**src/rtl/pw_merge_pkg.sv**
```systemverilog
package pw_merge_pkg;

  localparam int WORD_W = 32;
  localparam int OFF_W  = 2;

  typedef enum logic [1:0] {
    OP_LD_LEFT  = 2'd0,
    OP_LD_RIGHT = 2'd1,
    OP_ST_LEFT  = 2'd2,
    OP_ST_RIGHT = 2'd3
  } merge_op_e;

  localparam logic [WORD_W-1:0] ALL_ONES = '1;

  function automatic logic op_writes_mem(input merge_op_e op);
    return op[1];
  endfunction

  // high-side shift: 8*(3-off)
  function automatic logic [4:0] hi_shift(input logic [OFF_W-1:0] off);
    return {~off, 3'b000};
  endfunction

  // low-side shift: 8*off
  function automatic logic [4:0] lo_shift(input logic [OFF_W-1:0] off);
    return {off, 3'b000};
  endfunction

  function automatic logic [WORD_W-1:0] merge_load_left(
      input logic [WORD_W-1:0] regw, input logic [WORD_W-1:0] memw,
      input logic [OFF_W-1:0] off);
    logic [4:0] sh;
    sh = hi_shift(off);
    return (memw << sh) | (regw & ~(ALL_ONES << sh));
  endfunction

  function automatic logic [WORD_W-1:0] merge_load_right(
      input logic [WORD_W-1:0] regw, input logic [WORD_W-1:0] memw,
      input logic [OFF_W-1:0] off);
    logic [4:0] sh;
    sh = lo_shift(off);
    return (memw >> sh) | (regw & ~(ALL_ONES >> sh));
  endfunction

  function automatic logic [WORD_W-1:0] merge_store_left(
      input logic [WORD_W-1:0] regw, input logic [WORD_W-1:0] memw,
      input logic [OFF_W-1:0] off);
    logic [4:0] sh;
    sh = hi_shift(off);
    return (regw >> sh) | (memw & ~(ALL_ONES >> sh));
  endfunction

  function automatic logic [WORD_W-1:0] merge_store_right(
      input logic [WORD_W-1:0] regw, input logic [WORD_W-1:0] memw,
      input logic [OFF_W-1:0] off);
    logic [4:0] sh;
    sh = lo_shift(off);
    return (regw << sh) | (memw & ~(ALL_ONES << sh));
  endfunction

endpackage

```
**src/rtl/pw_operand_select.sv**
```systemverilog
module pw_operand_select
  import pw_merge_pkg::*;
#(
  parameter int IDX_W = 5
) (
  input  logic              is_load,
  input  logic [IDX_W-1:0]  dest_idx,
  input  logic [WORD_W-1:0] rf_value,
  input  logic              slot_valid,
  input  logic [IDX_W-1:0]  slot_idx,
  input  logic [WORD_W-1:0] slot_value,
  output logic              fwd_hit,
  output logic [WORD_W-1:0] operand
);

  always_comb begin
    fwd_hit = is_load && slot_valid && (slot_idx == dest_idx);
    operand = fwd_hit ? slot_value : rf_value;
  end

endmodule

```
**src/rtl/pw_lane_merge.sv**
```systemverilog
module pw_lane_merge
  import pw_merge_pkg::*;
(
  input  merge_op_e         op,
  input  logic [OFF_W-1:0]  offset,
  input  logic [WORD_W-1:0] reg_word,
  input  logic [WORD_W-1:0] mem_word,
  output logic [WORD_W-1:0] merged
);

  always_comb begin
    unique case (op)
      OP_LD_LEFT:  merged = merge_load_left(reg_word, mem_word, offset);
      OP_LD_RIGHT: merged = merge_load_right(reg_word, mem_word, offset);
      OP_ST_LEFT:  merged = merge_store_left(reg_word, mem_word, offset);
      default:     merged = merge_store_right(reg_word, mem_word, offset);
    endcase
  end

endmodule

```
**src/rtl/pw_seq_fsm.sv**
```systemverilog
module pw_seq_fsm (
  input  logic clk,
  input  logic rst_n,
  input  logic start,
  input  logic is_store,
  input  logic resp_valid,
  input  logic resp_fault,
  output logic busy,
  output logic rd_issue,
  output logic wr_issue,
  output logic ev_rd_ok,
  output logic ev_rd_fault,
  output logic ev_wr_resp
);

  typedef enum logic [2:0] {
    S_IDLE, S_RD_ISSUE, S_RD_WAIT, S_WR_ISSUE, S_WR_WAIT
  } seq_state_e;

  seq_state_e state_q, state_d;

  always_comb begin
    busy        = (state_q != S_IDLE);
    rd_issue    = (state_q == S_RD_ISSUE);
    wr_issue    = (state_q == S_WR_ISSUE);
    ev_rd_ok    = (state_q == S_RD_WAIT) && resp_valid && !resp_fault;
    ev_rd_fault = (state_q == S_RD_WAIT) && resp_valid && resp_fault;
    ev_wr_resp  = (state_q == S_WR_WAIT) && resp_valid;
  end

  always_comb begin
    state_d = state_q;
    unique case (state_q)
      S_IDLE:     if (start) state_d = S_RD_ISSUE;
      S_RD_ISSUE: state_d = S_RD_WAIT;
      S_RD_WAIT:  if (resp_valid)
                    state_d = (resp_fault || !is_store) ? S_IDLE : S_WR_ISSUE;
      S_WR_ISSUE: state_d = S_WR_WAIT;
      S_WR_WAIT:  if (resp_valid) state_d = S_IDLE;
      default:    state_d = S_IDLE;
    endcase
  end

  always_ff @(posedge clk) begin
    if (!rst_n) state_q <= S_IDLE;
    else        state_q <= state_d;
  end

endmodule

```
**src/rtl/pw_merge_unit.sv**
```systemverilog
module pw_merge_unit
  import pw_merge_pkg::*;
#(
  parameter int ADDR_W = 32,
  parameter int IDX_W  = 5
) (
  input  logic              clk,
  input  logic              rst_n,
  input  logic              req_valid,
  output logic              req_ready,
  input  logic [1:0]        req_op,
  input  logic [ADDR_W-1:0] req_addr,
  input  logic [IDX_W-1:0]  req_idx,
  input  logic [WORD_W-1:0] reg_value,
  input  logic              pend_valid,
  input  logic [IDX_W-1:0]  pend_idx,
  input  logic [WORD_W-1:0] pend_value,
  output logic              mem_rd_en,
  output logic              mem_wr_en,
  output logic [ADDR_W-1:0] mem_addr,
  output logic [WORD_W-1:0] mem_wdata,
  input  logic              mem_resp_valid,
  input  logic              mem_resp_fault,
  input  logic [WORD_W-1:0] mem_rdata,
  output logic              done,
  output logic              fault,
  output logic              load_valid,
  output logic [IDX_W-1:0]  load_idx,
  output logic [WORD_W-1:0] load_value
);

  localparam int WADDR_W = ADDR_W - OFF_W;

  merge_op_e          req_op_e;
  merge_op_e          op_q;
  logic [WADDR_W-1:0] waddr_q;
  logic [OFF_W-1:0]   off_q;
  logic [IDX_W-1:0]   idx_q;
  logic [WORD_W-1:0]  operand_q;
  logic [WORD_W-1:0]  wdata_q;
  logic [WORD_W-1:0]  operand_sel;
  logic [WORD_W-1:0]  merged;
  logic               fwd_hit;
  logic               busy;
  logic               accept;
  logic               op_is_store;
  logic               ev_rd_ok, ev_rd_fault, ev_wr_resp;
  logic               done_q, fault_q, load_valid_q;
  logic [WORD_W-1:0]  load_value_q;

  assign req_op_e    = merge_op_e'(req_op);
  assign accept      = req_valid && !busy;
  assign req_ready   = !busy;
  assign op_is_store = op_writes_mem(op_q);

  pw_operand_select #(.IDX_W(IDX_W)) u_opsel (
    .is_load    (!op_writes_mem(req_op_e)),
    .dest_idx   (req_idx),
    .rf_value   (reg_value),
    .slot_valid (pend_valid),
    .slot_idx   (pend_idx),
    .slot_value (pend_value),
    .fwd_hit    (fwd_hit),
    .operand    (operand_sel)
  );

  pw_lane_merge u_merge (
    .op       (op_q),
    .offset   (off_q),
    .reg_word (operand_q),
    .mem_word (mem_rdata),
    .merged   (merged)
  );

  pw_seq_fsm u_seq (
    .clk         (clk),
    .rst_n       (rst_n),
    .start       (accept),
    .is_store    (op_is_store),
    .resp_valid  (mem_resp_valid),
    .resp_fault  (mem_resp_fault),
    .busy        (busy),
    .rd_issue    (mem_rd_en),
    .wr_issue    (mem_wr_en),
    .ev_rd_ok    (ev_rd_ok),
    .ev_rd_fault (ev_rd_fault),
    .ev_wr_resp  (ev_wr_resp)
  );

  // request capture
  always_ff @(posedge clk) begin
    if (!rst_n) begin
      op_q      <= OP_LD_LEFT;
      waddr_q   <= '0;
      off_q     <= '0;
      idx_q     <= '0;
      operand_q <= '0;
    end else if (accept) begin
      op_q      <= req_op_e;
      waddr_q   <= req_addr[ADDR_W-1:OFF_W];
      off_q     <= req_addr[OFF_W-1:0];
      idx_q     <= req_idx;
      operand_q <= operand_sel;
    end
  end

  // merged store word held for the write command
  always_ff @(posedge clk) begin
    if (!rst_n)                       wdata_q <= '0;
    else if (ev_rd_ok && op_is_store) wdata_q <= merged;
  end

  // completion pulses
  always_ff @(posedge clk) begin
    if (!rst_n) begin
      done_q       <= 1'b0;
      fault_q      <= 1'b0;
      load_valid_q <= 1'b0;
      load_value_q <= '0;
    end else begin
      done_q       <= ev_rd_fault || (ev_rd_ok && !op_is_store) || ev_wr_resp;
      fault_q      <= ev_rd_fault || (ev_wr_resp && mem_resp_fault);
      load_valid_q <= ev_rd_ok && !op_is_store;
      if (ev_rd_ok && !op_is_store) load_value_q <= merged;
    end
  end

  assign mem_addr   = {waddr_q, {OFF_W{1'b0}}};
  assign mem_wdata  = wdata_q;
  assign done       = done_q;
  assign fault      = fault_q;
  assign load_valid = load_valid_q;
  assign load_idx   = idx_q;
  assign load_value = load_value_q;

endmodule

```
**config.mk**
```make
export PLATFORM = sky130hd
export DESIGN_NAME = pw_merge_unit
export DESIGN_NICKNAME = d
export VERILOG_FILES = /design/src/rtl/pw_merge_pkg.sv /design/src/rtl/pw_operand_select.sv /design/src/rtl/pw_lane_merge.sv /design/src/rtl/pw_seq_fsm.sv /design/src/rtl/pw_merge_unit.sv
export SDC_FILE = /design/constraint.sdc
export NUM_CORES = 1
export LEC_CHECK = 0
export BUFFER_PORTS_ARGS = -buffer_cell sky130_fd_sc_hd__buf_2
export CORE_ASPECT_RATIO = 2
export CORE_UTILIZATION = 47
export CTS_CLUSTER_SIZE = 14
export DETAILED_ROUTE_END_ITERATION = 16
export HOLD_SLACK_MARGIN = 0.05
export PLACE_DENSITY_LB_ADDON = 0.12
export SKIP_LAST_GASP = 1
export SLEW_MARGIN = 20
export SYNTH_ARGS = -nofsm -noshare
export SYNTH_HDL_FRONTEND = slang
export SYNTH_SLANG_ARGS = --single-unit
export TNS_END_PERCENT = 20
```
**constraint.sdc**
```tcl
create_clock -name clk -period 1.8 [get_ports clk]
set_input_delay 0.18 -clock clk [delete_from_list [all_inputs] [get_ports clk]]
set_output_delay 0.18 -clock clk [all_outputs]
set_load 0.005 [all_outputs]
```
==> out/summary.txt, run 1 <==
outcome: finished, final reports clean
sw frac: 28.71%
Final Max Slew Viols: 0
first-pass GRT wire length: 46,040 um
Core Region: 16,850 sq um
startpoint types: input port
ys flop type: dfxtp_1
min Tclk post-route: 1.772 ns
r2r endpoint: mem_wdata[11]
GR Overflow Total: 0
cell count after synthesis: 967
residual DRC count: 0
final core utilization: 68.63%
largest net degree at the start of global routing: 72
initial core utilization: 48.15%
Final setup viols: 0
via count: 9,003
# nets final: 1,483
Clk Latency, worst-skew pair: 0.42 ns
vias in the first global route: 8,830
RSZ-0062 raised after global routing: true
TritonCTS Sinks: 141
crit-path max cell delay: 0.57 ns
die height: 187.8 um
clk buf depth: 2
worst r2r path cells: 8
full die area: 17,830 sq um
Synth area leader: dfxtp_1
Syn Area/Cell: 8.391 sq um
fmax: 564.2 MHz
Detail Route Antenna Nets: 0
Clk Tree Root Cell: clkbuf_16
cell leakage power: 0.005256 uW
final wirelength: 29,510 um
Worst path slowest cell: dlygate4sd3_1
number of max-cap violations: 0
Area contributors post-synth: dfxtp_1, mux2i_1, o21ai_0
Finished Layout Cells: 1,555
ANT cells: 0
port bufs: 250
crit path kind: input port to register
Post-synth EDFFs: 0
vias per cell: 5.790
worst-path cell chain: dlygate4sd3_1, buf_2, nand4b_1, buf_6, mux2i_1, dlygate4sd3_1, a21oi_1
number of DRC markers after the initial detailed-route iteration: 619
TritonCTS clock tree: built
GRT Util Overall: 33.76%
library cells used by synthesis: 63
total CTS buffers: 17
total placed cells including tap cells: 1,447
Tcrit/Tclk final: 98.47%
CP Launch Point: req_op[1]
row cnt: 67
Mapped Area: 8114 sq um
gpl congestion: 0.9574
final clock skew: 0.01045 ns
Hold Path Class: input port to register
Area Growth Syn to Fin: 42.51%
most used cell, CP: dlygate4sd3_1
antenna violations before repair: 0
worst-margin pin slew: 0.5164 ns
RR Startpoint: op_q[1]
Setup crit end: operand_q[8]
FF+latch count, synth: 141
fraction of synthesized cell area taken by the top area cell type: 34.79%
Post-synth ARST share: 0%
wire length per cell: 18.98 um
CP endpoint kind: register
clock share of power: 38.4%
synthesis warning total: 0
Pwr Density: 761.1 nW/um^2
Sw Pwr: 2527 uW
Gate power share: 22.7%
Required @ worst endpoint: 2.11 ns
sum of negative setup slack: 0 ns
layout cells sized above 1: 35.16%
sequential area share after synthesis: 34.79%
internal reg-to-reg setup slack: 0.03 ns
Slew HR: 65.45%
Peak VDD IR: 706.7 uV
Final Hold Viols: 0
Reg clk slew, reported paths: 0.06 ns
H-tree levels: 4
HPWL Detailed: 20,730 um
Top Ports: 253
Int Pwr: 6274 uW
Data arrival, critical path: 2.08 ns
Flop pwr share: 38.9%
first drt pass iteration count: 5
Die X: 94.91 um
CP max FO: 17
[cells in the final DEF, fill, tap and decap left out, drive strengths merged, types with 6 or more instances in the layout]
| cell | netlist | routed |
|---|---|---|
| nand3 | 35 | 35 |
| a31oi | 9 | 9 |
| o211ai | 17 | 17 |
| nor2 | 21 | 21 |
| o221ai | 7 | 7 |
| dfxtp | 141 | 141 |
| nand2 | 139 | 139 |
| inv | 14 | 14 |
| clkbuf | 33 | 23 |
| buf | 57 | 377 |
| o21ai | 131 | 131 |
| mux2i | 82 | 82 |
| and2 | 6 | 6 |
| mux2 | 24 | 24 |
| a221oi | 9 | 9 |
| mux4 | 15 | 15 |
| a211oi | 9 | 9 |
| a21oi | 89 | 89 |
| dlygate4sd3 | 0 | 63 |
| nor3 | 6 | 6 |
| a21boi | 50 | 50 |
[logic make-up after synthesis]
family	after synthesis	share of synthesized area [%]
multiplexers	121	17.61
buffers and inverters	104	6.584
other	1	0.04622
XOR/XNOR	6	0.6476
AO/OA/AOI/OAI	357	26.57
AND/OR/NAND/NOR	237	13.75
flip-flops	141	34.79
[layout make-up]
class                           instances  area, sq um
Fill cell                            1433         5286
Multi-Input combinational cell        723         4837
Timing Repair Buffer                  440         3028
Sequential cell                       141         2833
Clock buffer                           23        489.2
Tap cell                              207        259.0
Clock inverter                          7        62.56
Inverter                               14        55.05
[worst max-delay path, delay by kind of cell]
family / cells / cell delay (ns)
simple gates: 1 / 0.21
buf+inv: 4 / 1.44
mux: 1 / 0.17
compound gates: 1 / 0.06
[metal layers]
layer	part of all wire (%)	global-route usage [%]	vias up
met5	0	0	-
met1	39	39.99	4230
met4	4.2	17.02	0
li1	-	-	4269
met3	6.6	6.083	75
met2	50	56.95	429
[synthesized netlist by cell type, types with 4 or more instances]
library cell,number
dfxtp_1,141
nand2_1,137
o21ai_0,124
a21oi_1,89
mux2i_1,82
a21boi_0,50
nand3_1,35
clkbuf_1,32
buf_2,30
mux2_2,24
nor2_1,20
o211ai_1,17
mux4_2,15
buf_4,14
inv_1,12
a211oi_1,9
a221oi_1,9
a31oi_1,9
buf_6,7
o21ai_1,7
o221ai_1,7
and2_1,6
buf_1,6
nor3_1,6
a21o_1,5
a22oi_1,5
o31ai_1,5
xor2_1,5
nor2b_1,4
o21bai_1,4
o22ai_1,4
[power groups by stage]
stage	clock network, uW	registers [uW]	logic [uW]
2_1_floorplan	0	3430	1000
3_3_place_gp	0	3490	1760
3_5_place_dp	0	3490	1760
4_1_cts	3430	3410	1910
5_1_grt	3580	3440	2160
6_report	3380	3420	2000
[sequential cells by signal (all words and copies together), names as in the netlist]
name / flops
done: 1
load_valid: 1
off_q: 2
u_seq.state_q: 3
op_q: 2
waddr_q: 30
load_value: 32
operand_q: 32
fault: 1
load_idx: 5
mem_wdata: 32
[per-stage QoR]
| step | area (sq um) | worst slack (ns) | hold WS (ns) | power [uW] |
|---|---|---|---|---|
| after floorplan | 8118 | 0.1761 | 0.2938 | 4434 |
| after global routing | 11560 | -0.07494 | 0.05856 | 9174 |
| after detailed placement | 10160 | -0.1512 | 0.4316 | 5255 |
| after global placement | 10160 | -0.1022 | 0.4222 | 5250 |
| after CTS | 11400 | 0.001858 | 0.05158 | 8758 |
| final | 11560 | 0.02758 | 0.06263 | 8801 |
[worst min-delay path by stage]
stage	slack [ns]	depth (start not counted)	endpoint	startpoint
after floorplan	0.29	2	fault	mem_resp_fault
after global placement	0.42	3	off_q[1]	req_addr[1]
after detailed placement	0.43	3	off_q[1]	req_addr[1]
after CTS	0.05	3	operand_q[19]	reg_value[19]
after global routing	0.06	3	operand_q[16]	pend_value[16]
final	0.06	3	operand_q[0]	pend_value[0]
[what timing repair did]
item | 4_1_cts | 5_1_grt
endpoints found under the setup margin | 18 | 46
pin swaps | 0 | 7
hold buffers | 63 | 0
resized for setup | 2 | 28
setup buffers | 4 | 11
endpoints found under the hold margin | 51 | 0
(Power assumes the default switching activity.)
==> run 2: changes to the inputs <==
- BUFFER_PORTS_ARGS: -buffer_cell sky130_fd_sc_hd__buf_2 -> unset
- CORE_MARGIN: unset -> 4
- DONT_BUFFER_PORTS: unset -> 1
==> out/summary.txt, run 2 (same netlist as run 1, synthesis figures left out) <==
worst-margin pin slew: 0.5539 ns (+0.03748 ns)
Hold Path End: operand_q[27]
TritonCTS clock tree: built
wire length per cell: 24.09 um (+27%)
Final Max Slew Viols: 0 (unchanged)
TritonCTS Sinks: 141 (unchanged)
vias per cell: 6.311 (+9.0%)
most frequent cells in the layout: nand2_1, dfxtp_1, o21ai_0, buf_4, a21oi_1
Final Hold Viols: 137 (+137)
Clk Latency, worst-skew pair: 0.43 ns (about the same)
total CTS buffers: 17 (unchanged)
Slew HR: 62.94% (-2.5 points)
Required @ worst endpoint: 2.10 ns (about the same)
final wirelength: 30,860 um (+4.6%)
Hold Crit Depth: 2 (-1)
initial core utilization: 48.15% (unchanged)
Pwr Density: 895.4 nW/um^2 (+18%)
failing checks: hold timing, setup timing
Clk Tree Root Cell: clkbuf_16
layout cells sized above 1: 21.23% (-14 points)
# fillers: 1,479 (+3.2%)
hold_sp: rst_n
Die X: 100.9 um (+6.3%)
Top Ports: 253 (unchanged)
RR Startpoint: off_q[0]
first drt pass iteration count: 6 (+1)
ANT cells: 0 (unchanged)
Reg clk slew, reported paths: 0.06 ns (about the same)
row cnt: 67 (unchanged)
r2r endpoint: load_value[11]
Final setup viols: 1 (+1)
H-tree levels: 4 (unchanged)
Hold Buf Count CTS: 37 (-41%)
# nets final: 1,208 (-19%)
vias in the first global route: 8,188 (-7.3%)
GR Overflow Total: 0 (unchanged)
Detail Route Antenna Nets: 0 (unchanged)
worst r2r path cells: 7 (-1)
min Tclk post-route: 1.813 ns (+0.04045 ns)
internal reg-to-reg setup slack: -0.01 ns (-0.04 ns)
startpoint types: register
Core Region: 16,850 sq um (unchanged)
number of max-cap violations: 0 (unchanged)
gpl congestion: 0.9122 (-4.7%)
RSZ-0062 raised after global routing: true
fmax: 551.6 MHz (-2.2%)
Hold Path Class: input port to register
full die area: 19,560 sq um (+9.7%)
outcome: finished with violations
CP max FO: 10 (-7)
hold slack: -0.09574 ns (-0.1584 ns)
clk buf depth: 2 (unchanged)
largest net degree at the start of global routing: 142 (+97%)
number of DRC markers after the initial detailed-route iteration: 691 (+12%)
crit path kind: register to register
final core utilization: 60.26% (-8.4 points)
Peak VDD IR: 769.3 uV (+8.9%)
port bufs: 0 (-100%)
antenna violations before repair: 0 (unchanged)
final worst slack: -0.01286 ns (-0.04045 ns)
final clock skew: 0.008827 ns (-0.001623 ns)
residual DRC count: 0 (unchanged)
HPWL Detailed: 22,750 um (+9.7%)
GRT Util Overall: 30.78% (-3.0 points)
Area Growth Syn to Fin: 25.14%
via count: 8,085 (-10%)
CP endpoint kind: register
Tcrit/Tclk final: 100.7% (+2.2 points)
die height: 193.8 um (+3.2%)
cell leakage power: 0.004045 uW (-23%)
Data arrival, critical path: 2.11 ns (+0.03 ns)
first-pass GRT wire length: 47,060 um (+2.2%)
[run 2: worst max-delay path by stage]
stage                     cells after the start  startpoint             end
final                                         7    off_q[0]  load_value[11]
after global routing                          6    off_q[0]  load_value[17]
after CTS                                     7    off_q[0]  load_value[11]
after detailed placement                      7    off_q[0]  load_value[15]
after global placement                        7     op_q[0]   mem_wdata[14]
after floorplan                               6     op_q[1]    mem_wdata[8]
[run 2: layout make-up]
class	count	area [sq um]	share of cell area [%]
multi-input cells	723	4852	47.79
flip-flops and latches	141	2833	27.90
repair buffers	165	1501	14.79
clock buffers	20	466.7	4.596
well taps	207	259.0	2.551
clock inverters	11	188.9	1.861
inverters	14	52.55	0.5176
[run 2: metrics by stage]
stage          power, uW  std cells  setup WS (ns)   TNS, ns  area (sq um)
3_3_place_gp        5013       1208       -0.08045   -0.7309          8962
3_5_place_dp        5041       1208        -0.1370    -1.833          8962
6_report            9092       1281       -0.01286  -0.01286         10150
2_1_floorplan       4434        968         0.1761         0          8118
5_1_grt             9422       1281       -0.08616    -1.061         10150
4_1_cts             9047       1277       -0.04560   -0.2324         10010
[run 2: metal layers]
layer,wire length [um],vias up,track usage (%)
met1,11340,3850,36.12
met3,2439,67,6.878
met4,918,0,10.31
met2,16160,446,54.22
met5,0,-,0
li1,-,3722,-
[run 2: timing repair]
| item | in CTS | in global routing |
|---|---|---|
| endpoints found under the setup margin | 44 | 52 |
| pin swaps | 0 | 3 |
| resized for setup | 6 | 38 |
| setup buffers | 1 | 4 |
| hold endpoints to repair | 140 | 137 |
[run 2: critical path, cell delays in order, from the launching register on]
cell and delay [ns]:
dfxtp_4 0.44, buf_6 0.19, mux2_2 0.34, a221oi_1 0.27, o21ai_0 0.11, o21ai_0 0.09
buf_4 0.17, a21oi_1 0.07
[run 2: where the power goes]
group          total (uW)  internal, uW  switching [uW]
Sequential           3450          3270             183
Combinational        1700           814             890
Clock                3940          2560            1380
==> run 3: changes to the inputs <==
- CORE_UTILIZATION: 47 -> 35
- CTS_BUF_LIST: unset -> sky130_fd_sc_hd__clkbuf_4
==> out/summary.txt, run 3 (same netlist as run 1, synthesis figures left out) <==
total CTS buffers: 17 (unchanged)
Pwr Density: 701.4 nW/um^2 (-22%)
vias per cell: 5.771 (-8.6%)
fmax: 551.5 MHz (about the same)
residual DRC count: 0 (unchanged)
Data arrival, critical path: 2.36 ns (+0.25 ns)
row cnt: 78 (+16%)
TritonCTS clock tree: built
first-pass GRT wire length: 47,170 um (+0.22%)
die height: 223.3 um (+15%)
final clock skew: 0.01794 ns (+0.009109 ns)
Clk Tree Root Cell: clkbuf_4
Top Ports: 253 (unchanged)
Int Pwr: 4658 uW (-30%)
Gate power share: 24.4% (+5.7 points)
worst-path cell chain: nand2_4, or4b_1, buf_12, a211oi_1, a21oi_1, nor2b_1
Die X: 115.7 um (+15%)
outcome: finished with violations
full die area: 25,830 sq um (+32%)
TritonCTS Sinks: 141 (unchanged)
final instance area: 9851 sq um (-3.0%)
Tcrit/Tclk final: 100.7% (about the same)
H-tree levels: 4 (unchanged)
initial core utilization: 35.68% (-12 points)
number of max-cap violations: 0 (unchanged)
clock share of power: 25.4% (-18 points)
Core Region: 22,740 sq um (+35%)
Final setup viols: 1 (unchanged)
startpoint types: register
CP max FO: 13 (+3)
gpl congestion: 0.9356 (+2.6%)
Final Hold Viols: 135 (-1.5%)
most frequent cells in the layout: nand2_1, dfxtp_1, o21ai_0, buf_4, a21oi_1
crit-path max cell delay: 0.61 ns (+0.17 ns)
min Tclk post-route: 1.813 ns (+0.0002527 ns)
# fillers: 2,318 (+57%)
crit path kind: register to register
GR Overflow Total: 0 (unchanged)
final wirelength: 31,420 um (+1.8%)
sw frac: 32.59% (+5.6 points)
Peak VDD IR: 527.7 uV (-31%)
Final Max Slew Viols: 0 (unchanged)
layout cells sized above 1: 20.20% (-1.0 points)
Detail Route Antenna Nets: 0 (unchanged)
via count: 7,825 (-3.2%)
Flop pwr share: 50.2% (+12 points)
commonest non-fill, non-tap cell in the layout: nand2_1
hold slack: -0.2903 ns (-0.1945 ns)
area post-placement: 9041 sq um (+0.88%)
Area Growth Syn to Fin: 21.40%
Worst path slowest cell: or4b_1
Sw Pwr: 2252 uW (-8.3%)
clk buf depth: 2 (unchanged)
CP endpoint kind: register
Reg clk slew, reported paths: 0.12 ns (+0.06 ns)
GRT Util Overall: 24.24% (-6.5 points)
failing checks: hold timing, setup timing
first drt pass iteration count: 7 (+1)
number of DRC markers after the initial detailed-route iteration: 488 (-29%)
Clk Latency, worst-skew pair: 0.61 ns (+0.18 ns)
largest net degree at the start of global routing: 142 (unchanged)
cell leakage power: 0.003861 uW (-4.5%)
wire length per cell: 23.17 um (-3.8%)
HPWL Detailed: 23,880 um (+5.0%)
port bufs: 0 (unchanged)
Hold Path Class: input port to register
RSZ-0062 raised after global routing: true
Required @ worst endpoint: 2.34 ns (+0.24 ns)
sum of negative setup slack: -0.01312 ns (-0.0002527 ns)
area of the multi-input gates: 4837 sq um (-0.31%)
vias in the first global route: 7,646 (-6.6%)
final worst slack: -0.01312 ns (-0.0002527 ns)
register area: 2836 sq um (+0.13%)
antenna violations before repair: 2 (+2)
# nets final: 1,208 (unchanged)
## run 3: cell types whose count changed in the layout (fill, tap and decap cells not counted), sizes merged
cell,before,now
buf,128,120
dlygate4sd3,37,45
bufinv,5,0
clkinv,4,7
diode,0,2
clkbuf,20,21
clkinvlp,2,3
## run 3: critical path, delay by kind of cell (launching register included)
family | cells | cell delay (ns)
compound gates | 2 | 0.38
buf+inv | 1 | 0.20
flops | 1 | 0.37
simple gates | 3 | 0.80
## run 3: metal layers
metal | global-route usage (%) | part of all wire, % | vias to the layer above
li1 | - | - | 3744
met1 | 25.90 | 36 | 3721
met2 | 43.77 | 53 | 303
met3 | 6.976 | 7.6 | 57
met4 | 9.779 | 3.3 | 0
met5 | 0 | 0 | -
## run 3: through the flow
step / setup slack (ns) / std cells / power, uW / utilization [%]
6_report: -0.01312 / 1356 / 6910 / 43.32
3_5_place_dp: -0.1765 / 1271 / 5078 / 39.76
5_1_grt: -0.08882 / 1356 / 7300 / 43.32
2_1_floorplan: 0.1761 / 968 / 4434 / -
3_3_place_gp: -0.1371 / 1271 / 5076 / 39.76
4_1_cts: -0.03538 / 1346 / 6958 / 42.71
## run 3: path summary, 6_finish.rpt
check / from / end / slack, ns / depth (start not counted)
max: u_seq.state_q[1] / load_value[2] / -0.01 / 6
max reg2reg: u_seq.state_q[1] / load_value[2] / -0.01 / 6
min reg2reg: load_value[16] / load_value[16] / 0.49 / 2
min: rst_n / waddr_q[11] / -0.29 / 1
## run 3: cell type report
class / instances / area share, %
repair buffers: 165 / 15.78
inverters: 14 / 0.5970
well taps: 280 / 3.556
clock inverters: 10 / 0.5208
diodes: 2 / 0.05081
flip-flops and latches: 141 / 28.79
multi-input cells: 723 / 49.10
clock buffers: 21 / 1.600
## run 3: power groups by stage
stage / Clock, uW / Sequential [uW] / Combinational, uW
2_1_floorplan: 0 / 3430 / 1000
3_3_place_gp: 0 / 3540 / 1540
3_5_place_dp: 0 / 3540 / 1540
4_1_cts: 1860 / 3470 / 1630
5_1_grt: 1980 / 3490 / 1830
6_report: 1760 / 3470 / 1680
## run 3: what timing repair did
item / in CTS / in global routing
resized for setup: 10 / 28
setup buffers: 1 / 6
setup endpoints to repair: 37 / 56
pin swaps: 0 / 6
hold buffers: 43 / 2
hold endpoints to repair: 141 / 135
